### src/rtl/nest_prio_tracker.sv
module nest_prio_tracker #(
  parameter int LEVELS = 8,
  parameter int DATA_W = 32,
  localparam int PRIO_W = $clog2(LEVELS)
) (
  input  logic              clk,
  input  logic              rst_n,
  input  logic              reg_wr,
  input  logic              reg_addr,
  input  logic [DATA_W-1:0] reg_wdata,
  output logic [DATA_W-1:0] reg_rdata,
  input  logic              vec_rd,
  input  logic [PRIO_W-1:0] vec_prio,
  input  logic [LEVELS-1:0] req_raw,
  output logic [LEVELS-1:0] req_masked
);

  logic [LEVELS-1:0] stat_q, stat_clr, set_vec, block;
  logic              nest_q;
  logic              stat_wr, ctrl_wr;
  logic              unused_wdata;

  assign stat_wr = reg_wr && !reg_addr;
  assign ctrl_wr = reg_wr && reg_addr;
  assign unused_wdata = ^reg_wdata[DATA_W-1:1];

  // retire the most urgent level, then record the newly served one
  assign stat_clr = stat_wr ? (stat_q & (stat_q - 1'b1)) : stat_q;
  assign set_vec  = (nest_q && vec_rd) ? (LEVELS'(1) << vec_prio) : '0;

  always_ff @(posedge clk or negedge rst_n) begin
    if (!rst_n) begin
      stat_q <= '0;
      nest_q <= 1'b0;
    end else begin
      stat_q <= stat_clr | set_vec;
      if (ctrl_wr) nest_q <= reg_wdata[0];
    end
  end

  assign block[0] = stat_q[0];
  for (genvar i = 1; i < LEVELS; i++) begin : g_blk
    assign block[i] = block[i-1] | stat_q[i];
  end

  assign req_masked = nest_q ? (req_raw & ~block) : req_raw;

  assign reg_rdata = reg_addr ? {{(DATA_W-1){1'b0}}, nest_q}
                              : {{(DATA_W-LEVELS){1'b0}}, stat_q};

endmodule


### config.mk
export PLATFORM = sky130hd
export DESIGN_NAME = nest_prio_tracker
export DESIGN_NICKNAME = d
export VERILOG_FILES = /design/src/rtl/nest_prio_tracker.sv
export SDC_FILE = /design/constraint.sdc
export NUM_CORES = 1
export LEC_CHECK = 0
export CAP_MARGIN = 0
export CORE_MARGIN = 2
export CORE_UTILIZATION = 28
export DETAILED_ROUTE_END_ITERATION = 10
export PLACE_DENSITY = 0.84
export SLEW_MARGIN = 15
export SYNTH_ARGS = -nofsm -noshare
export SYNTH_HDL_FRONTEND = slang
export SYNTH_SLANG_ARGS = --single-unit
### constraint.sdc
create_clock -name clk -period 4.2 [get_ports clk]
set_input_delay 1.26 -clock clk [delete_from_list [all_inputs] [get_ports clk]]
set_output_delay 1.26 -clock clk [all_outputs]
set_load 0.1 [all_outputs]
==> results of run 1 <==
==> cells by family (layout without fill, tap and decap cells) <==
| kind of cell | Yosys count | after routing | synth area share [%] |
|---|---|---|---|
| mux | 2 | 2 | 3.05 |
| buf+inv | 29 | 36 | 27.1 |
| compound gates | 23 | 23 | 20.2 |
| simple gates | 23 | 23 | 18.6 |
| flops | 9 | 9 | 30.5 |
| other cells | 1 | 24 | 0.508 |
==> report_power, final <==
group	switching, uW	total [uW]	internal (uW)
Clock	29.7	66.3	36.6
Combinational	310	439	129
Sequential	22.0	127	105
Total	362	632	270
==> final timing paths <==
| kind | from | endpoint | slack (ps) | cells after the start |
|---|---|---|---|---|
| worst max-delay path | reg_addr | reg_rdata[0] | 430 | 3 |
| worst min-delay path | stat_q[6] | stat_q[6] | 530 | 2 |
| worst max register to register | stat_q[0] | stat_q[7] | 2400 | 3 |
| worst min register to register | stat_q[6] | stat_q[6] | 530 | 2 |
| max in group asynchronous | rst_n | stat_q[5] | 2660 | 1 |
| min in group asynchronous | rst_n | stat_q[3] | 1270 | 1 |
==> registers in the layout (all words and copies together) (netlist names) <==
| register | count |
|---|---|
| nest_q | 1 |
| stat_q | 8 |
==> layer usage <==
| layer | vias up | part of all wire [%] |
|---|---|---|
| li1 | 314 | - |
| met1 | 283 | 42 |
| met2 | 44 | 44 |
| met3 | 3 | 12 |
| met4 | 0 | 1.8 |
| met5 | - | 0 |
==> critical path: cells and delay by family <==
family | cells | cell delay [ps]
buffers and inverters | 2 | 840
muxes | 1 | 410
==> metrics by stage <==
stage / hold WS [ps] / utilization, % / setup slack (ps)
finish: 527 / 47.2 / 434
global route: 575 / 47.2 / 386
CTS: 539 / 47.2 / 432
detailed placement: 530 / 46.1 / 442
global placement: 505 / 46.1 / 435
floorplan: 472 / - / 65.5
==> final cells by class <==
class | count | area (sq um) | share of cell area, %
sequential | 9 | 225 | 19.3
multi-input combinational | 72 | 399 | 34.2
tap | 30 | 37.5 | 3.21
timing repair buffer | 32 | 480 | 41.1
clock buffer | 4 | 26.3 | 2.25
==> cell usage in the layout (no fill, tap or decap) <==
master / count
o41ai_1: 3
nor2b_1: 7
or2_2: 1
o31ai_1: 5
dfrtp_1: 9
nand3b_1: 1
or4_1: 1
buf_12: 16
o21ai_0: 11
and2_1: 4
nand3_1: 1
clkbuf_4: 3
clkbuf_1: 1
mux2_2: 2
nand2b_1: 3
or3_1: 2
clkdlybuf4s50_1: 16
a21boi_1: 4
conb_1: 24
nand2_1: 3
==> impl_metrics.tcl, run 1 <==
set metrics [dict create \
    antenna_found_initial 0 \
    synth_top_area_share_pct 30.5 \
    fp.dieH_um 55.3 \
    nFillCells 237 \
    maxCapViolations 0 \
    rows 18 \
    avgSynthCellArea_sq_um 8.49 \
    wl_per_cell_um 10.4 \
    cts_root_buffer "clkbuf_4" \
    path_max_fanout 10 \
    drc 0 \
    fin_tns_setup_ps 0 \
    cts.clk_slew.worst_paths_ps 50 \
    startpoint_type "input pin" \
    grt_pass1_wl_um 2430 \
    fmax_ghz 0.266 \
    drt_pre_antenna_iters 2 \
    yosysSeqAreaShare_pct 30.5 \
    cp.required_ps 2940 \
    postCtsHoldBufs 0 \
    dieWidth_um 55.3 \
    yosysUniqueCellTypes 20 \
    synth-edff-count 0 \
    critPathSlowestCell "clkdlybuf4s50_1" \
    synth.yosys.warnings 0 \
    drt-initial-drc-count 3 \
    num_vias 644 \
    finalCritPeriodShare_pct 89.7 \
    gp_congestion 0.766 \
    clock_sinks 9 \
    wl_um 1530 \
    synth.largest_area_cell "dfrtp_1" \
    peakVddDrop_v 0.000305 \
    crit_arrival_ps 2510 \
    grt-ovfl-total 0 \
    tritoncts "built" \
    grt_most_used_layer "met2" \
    synthTopCellsByArea "dfrtp_1 (31%), buf_4 (24%), o21ai_0 (7.5%), nor2b_1 (5.9%), o31ai_1 (5.1%)" \
    cpPeakStageDelay_ps 670 \
    cts_resized 0 \
    finalSetupViolCount 0 \
    synth-seq-cells 9 \
    drive_gt1_share_pct 18.8 \
    clkLatencyLatePin_ps 260 \
    final.setup_skew_ps 3.56 \
    rsz0062_at_grt "no" \
    cp_cell_sequence "clkdlybuf4s50_1, mux2_2, buf_12" \
    die_area_sq_um 3060 \
    grtUsageTotal_pct 9.94 \
    async_flop_share_pct 100 \
    fin_nets 166 \
    routed_via_density 4.38 \
    netlist_area_sq_um 738 \
    fin_cells 147 \
    crit_type "in -> out" \
    fin_area_sq_um 1170 \
    p_per_area_nw_per_um2 541 \
    placed_area_sq_um 1140 \
    synthCells 87 \
    slew_viol_final 0 \
    globalRouteMet1Util_pct 11.4 \
    start_util_pct 29.8 \
    drtAntennaViolNets 0 \
    holdCritPathClass "reg -> reg" \
    cts_htree_levels 1 \
    clockBufferDepth 2 \
    finalPower_uw 632 \
    fp.coreArea_sq_um 2480 \
    place_inst 143 \
    port_buffers 32 \
    final.min_clock_period_ps 3770 \
    synthTopCellsByCount "buf_4 (24), o21ai_0 (11), dfrtp_1 (9), nor2b_1 (7), o31ai_1 (5)" \
    timing.final.hold_violations 0 \
    cts_made_buffers 3 \
    p_leak_uw 0.000515 \
    ios 88 \
    gr-usage-met3_pct 3.28 \
    outcome "completed" \
    syn2layout_area_growth_pct 58.3 \
    grt_pass1_vias 563 \
    cp-end-kind "output port" \
    synthFlopType "dfrtp_1" \
    use_met2_pct 16.3 \
    cts_setup_buffers 0 \
    yosysMostFrequentCell "buf_4" \
    grt_max_degree 13 \
    diodes 0 \
]
Note: power is estimated with default switching activity, not from simulation.
==> run 2, diff against run 1 <==
--- a/config.mk
+++ b/config.mk
@@ -6,9 +6,9 @@
 export NUM_CORES = 1
 export LEC_CHECK = 0
 export CAP_MARGIN = 0
-export CORE_MARGIN = 2
 export CORE_UTILIZATION = 28
 export DETAILED_ROUTE_END_ITERATION = 10
+export GPL_ROUTABILITY_DRIVEN = 0
 export PLACE_DENSITY = 0.84
 export SLEW_MARGIN = 15
 export SYNTH_ARGS = -nofsm -noshare
==> impl_metrics.tcl, run 2 (synthesis gave the netlist of run 1 again) <==
set metrics [dict create \
    die_area_sq_um 2850 \
    grt_max_degree 13 \
    grtUsageTotal_pct 11.9 \
    timing.final.hold_violations 0 \
    tritoncts "built" \
    drt-initial-drc-count 6 \
    drc 0 \
    power.internal_uw 270 \
    p_clk_share_pct 10.2 \
    startpoint_type "input pin" \
    m1WireLength_um 585 \
    crit_type "in -> out" \
    crit_path_start "reg_addr" \
    wl_um 1530 \
    rows 18 \
    cts_made_buffers 3 \
    fp.coreArea_sq_um 2480 \
    r2r_cells 3 \
    wl_met3_um 177 \
    cp.required_ps 2940 \
    start_util_pct 29.8 \
    holdCritPathClass "reg -> reg" \
    wl_per_cell_um 10.4 \
    cts_root_buffer "clkbuf_4" \
    cts_setup_buffers 0 \
    grt-ovfl-total 0 \
    fp.dieH_um 53.3 \
    antenna_found_initial 0 \
    outcome "completed" \
    fmax_ghz 0.267 \
    finalCritPeriodShare_pct 89.3 \
    p_comb_share_pct 69.5 \
    maxCapViolations 0 \
    port_buffers 32 \
    worstReg2RegEnd "stat_q[7]" \
    crit_arrival_ps 2490 \
    r2r_start "stat_q[0]" \
    clkLatencyLatePin_ps 260 \
    num_vias 627 \
    ios 88 \
    drt_pre_antenna_iters 2 \
    p_per_area_nw_per_um2 540 \
    diodes 0 \
    switchingPower_uw 361 \
    final_common_cell "conb_1" \
    top_layer_used "met4" \
    peakVddDrop_v 0.000266 \
    rrSetupSlack_ps 2440 \
    rsz0062_at_grt "no" \
    postCtsHoldBufs 0 \
    crit_path_end "reg_rdata[0]" \
    cts_resized 0 \
    path_max_fanout 10 \
    cts.clk_slew.worst_paths_ps 50 \
    drive_gt1_share_pct 18.8 \
    reg_top3 "stat_q: 8 flops, nest_q: 1 flops" \
    cp-end-kind "output port" \
    routed-wl-met2_um 732 \
    grt_pass1_vias 571 \
    slew_viol_final 0 \
    regMostFlops "stat_q" \
    syn2layout_area_growth_pct 58.3 \
    fin_nets 166 \
    largest_register_ffs 8 \
    dieWidth_um 53.3 \
    hpwlAfterDp_um 1270 \
    nFillCells 240 \
    cts_htree_levels 1 \
    mostFrequentLayoutCells "conb_1 (24), clkdlybuf4s50_1 (16), buf_12 (16)" \
    p_seq_share_pct 20.3 \
    clockBufferDepth 2 \
    final.setup_skew_ps 0.448 \
    drtAntennaViolNets 0 \
    final.min_clock_period_ps 3750 \
    sw_frac_of_total_pct 57.2 \
    grt_pass1_wl_um 2360 \
    routed_via_density 4.27 \
    finalPower_uw 632 \
    finalSetupViolCount 0 \
    clock_sinks 9 \
    fin_tns_setup_ps 0 \
    p_leak_uw 0.000515 \
]
==> run 2: cell counts in the layout (fill, tap and decap cells not counted) <==
Identical to the previous run, type by type.
==> run 2: worst max-delay path, cell delays in order <==
cell             delay [ps]
clkdlybuf4s50_1         650
mux2_2                  400
buf_12                  170
==> run 2: final cells by class <==
| class | count | area [sq um] | area share, % |
|---|---|---|---|
| tap | 30 | 37.5 | 3.21 |
| sequential | 9 | 225 | 19.3 |
| clock buffer | 4 | 26.3 | 2.25 |
| timing repair buffer | 32 | 480 | 41.1 |
| multi-input combinational | 72 | 399 | 34.2 |
==> run 2: worst min path at each step <==
stage                         start         to  slack, ps  cells after the start
after detailed placement  stat_q[7]  stat_q[7]        530                      2
after global routing      stat_q[7]  stat_q[7]        560                      2
after CTS                 stat_q[7]  stat_q[7]        540                      2
after global placement    stat_q[6]  stat_q[6]        500                      2
after floorplan           stat_q[6]  stat_q[6]        470                      2
final                     stat_q[7]  stat_q[7]        540                      2
==> run 2: stage by stage <==
| step | instances | hold WS [ps] | setup WS [ps] | util, % | area (sq um) |
|---|---|---|---|---|---|
| finish | 147 | 538 | 451 | 47.2 | 1170 |
| floorplan | 110 | 472 | 65.5 | - | 825 |
| CTS | 147 | 541 | 449 | 47.2 | 1170 |
| global placement | 143 | 504 | 440 | 46.1 | 1140 |
| detailed placement | 143 | 529 | 455 | 46.1 | 1140 |
| global route | 147 | 559 | 388 | 47.2 | 1170 |
==> run 2: power groups by stage <==
stage / Sequential, uW / Clock, uW / Combinational [uW]
after floorplan: 117 / 0 / 341
final: 128 / 64.3 / 439
after detailed placement: 129 / 0 / 440
after global placement: 127 / 0 / 437
after CTS: 128 / 67.0 / 441
after global routing: 131 / 72.5 / 456
==> run 2: per-layer routing <==
metal / track usage (%) / vias to the layer above
met1: 11.7 / 267
met2: 21.3 / 44
met5: 0 / -
li1: - / 312
met4: 7.89 / 0
met3: 3.45 / 4
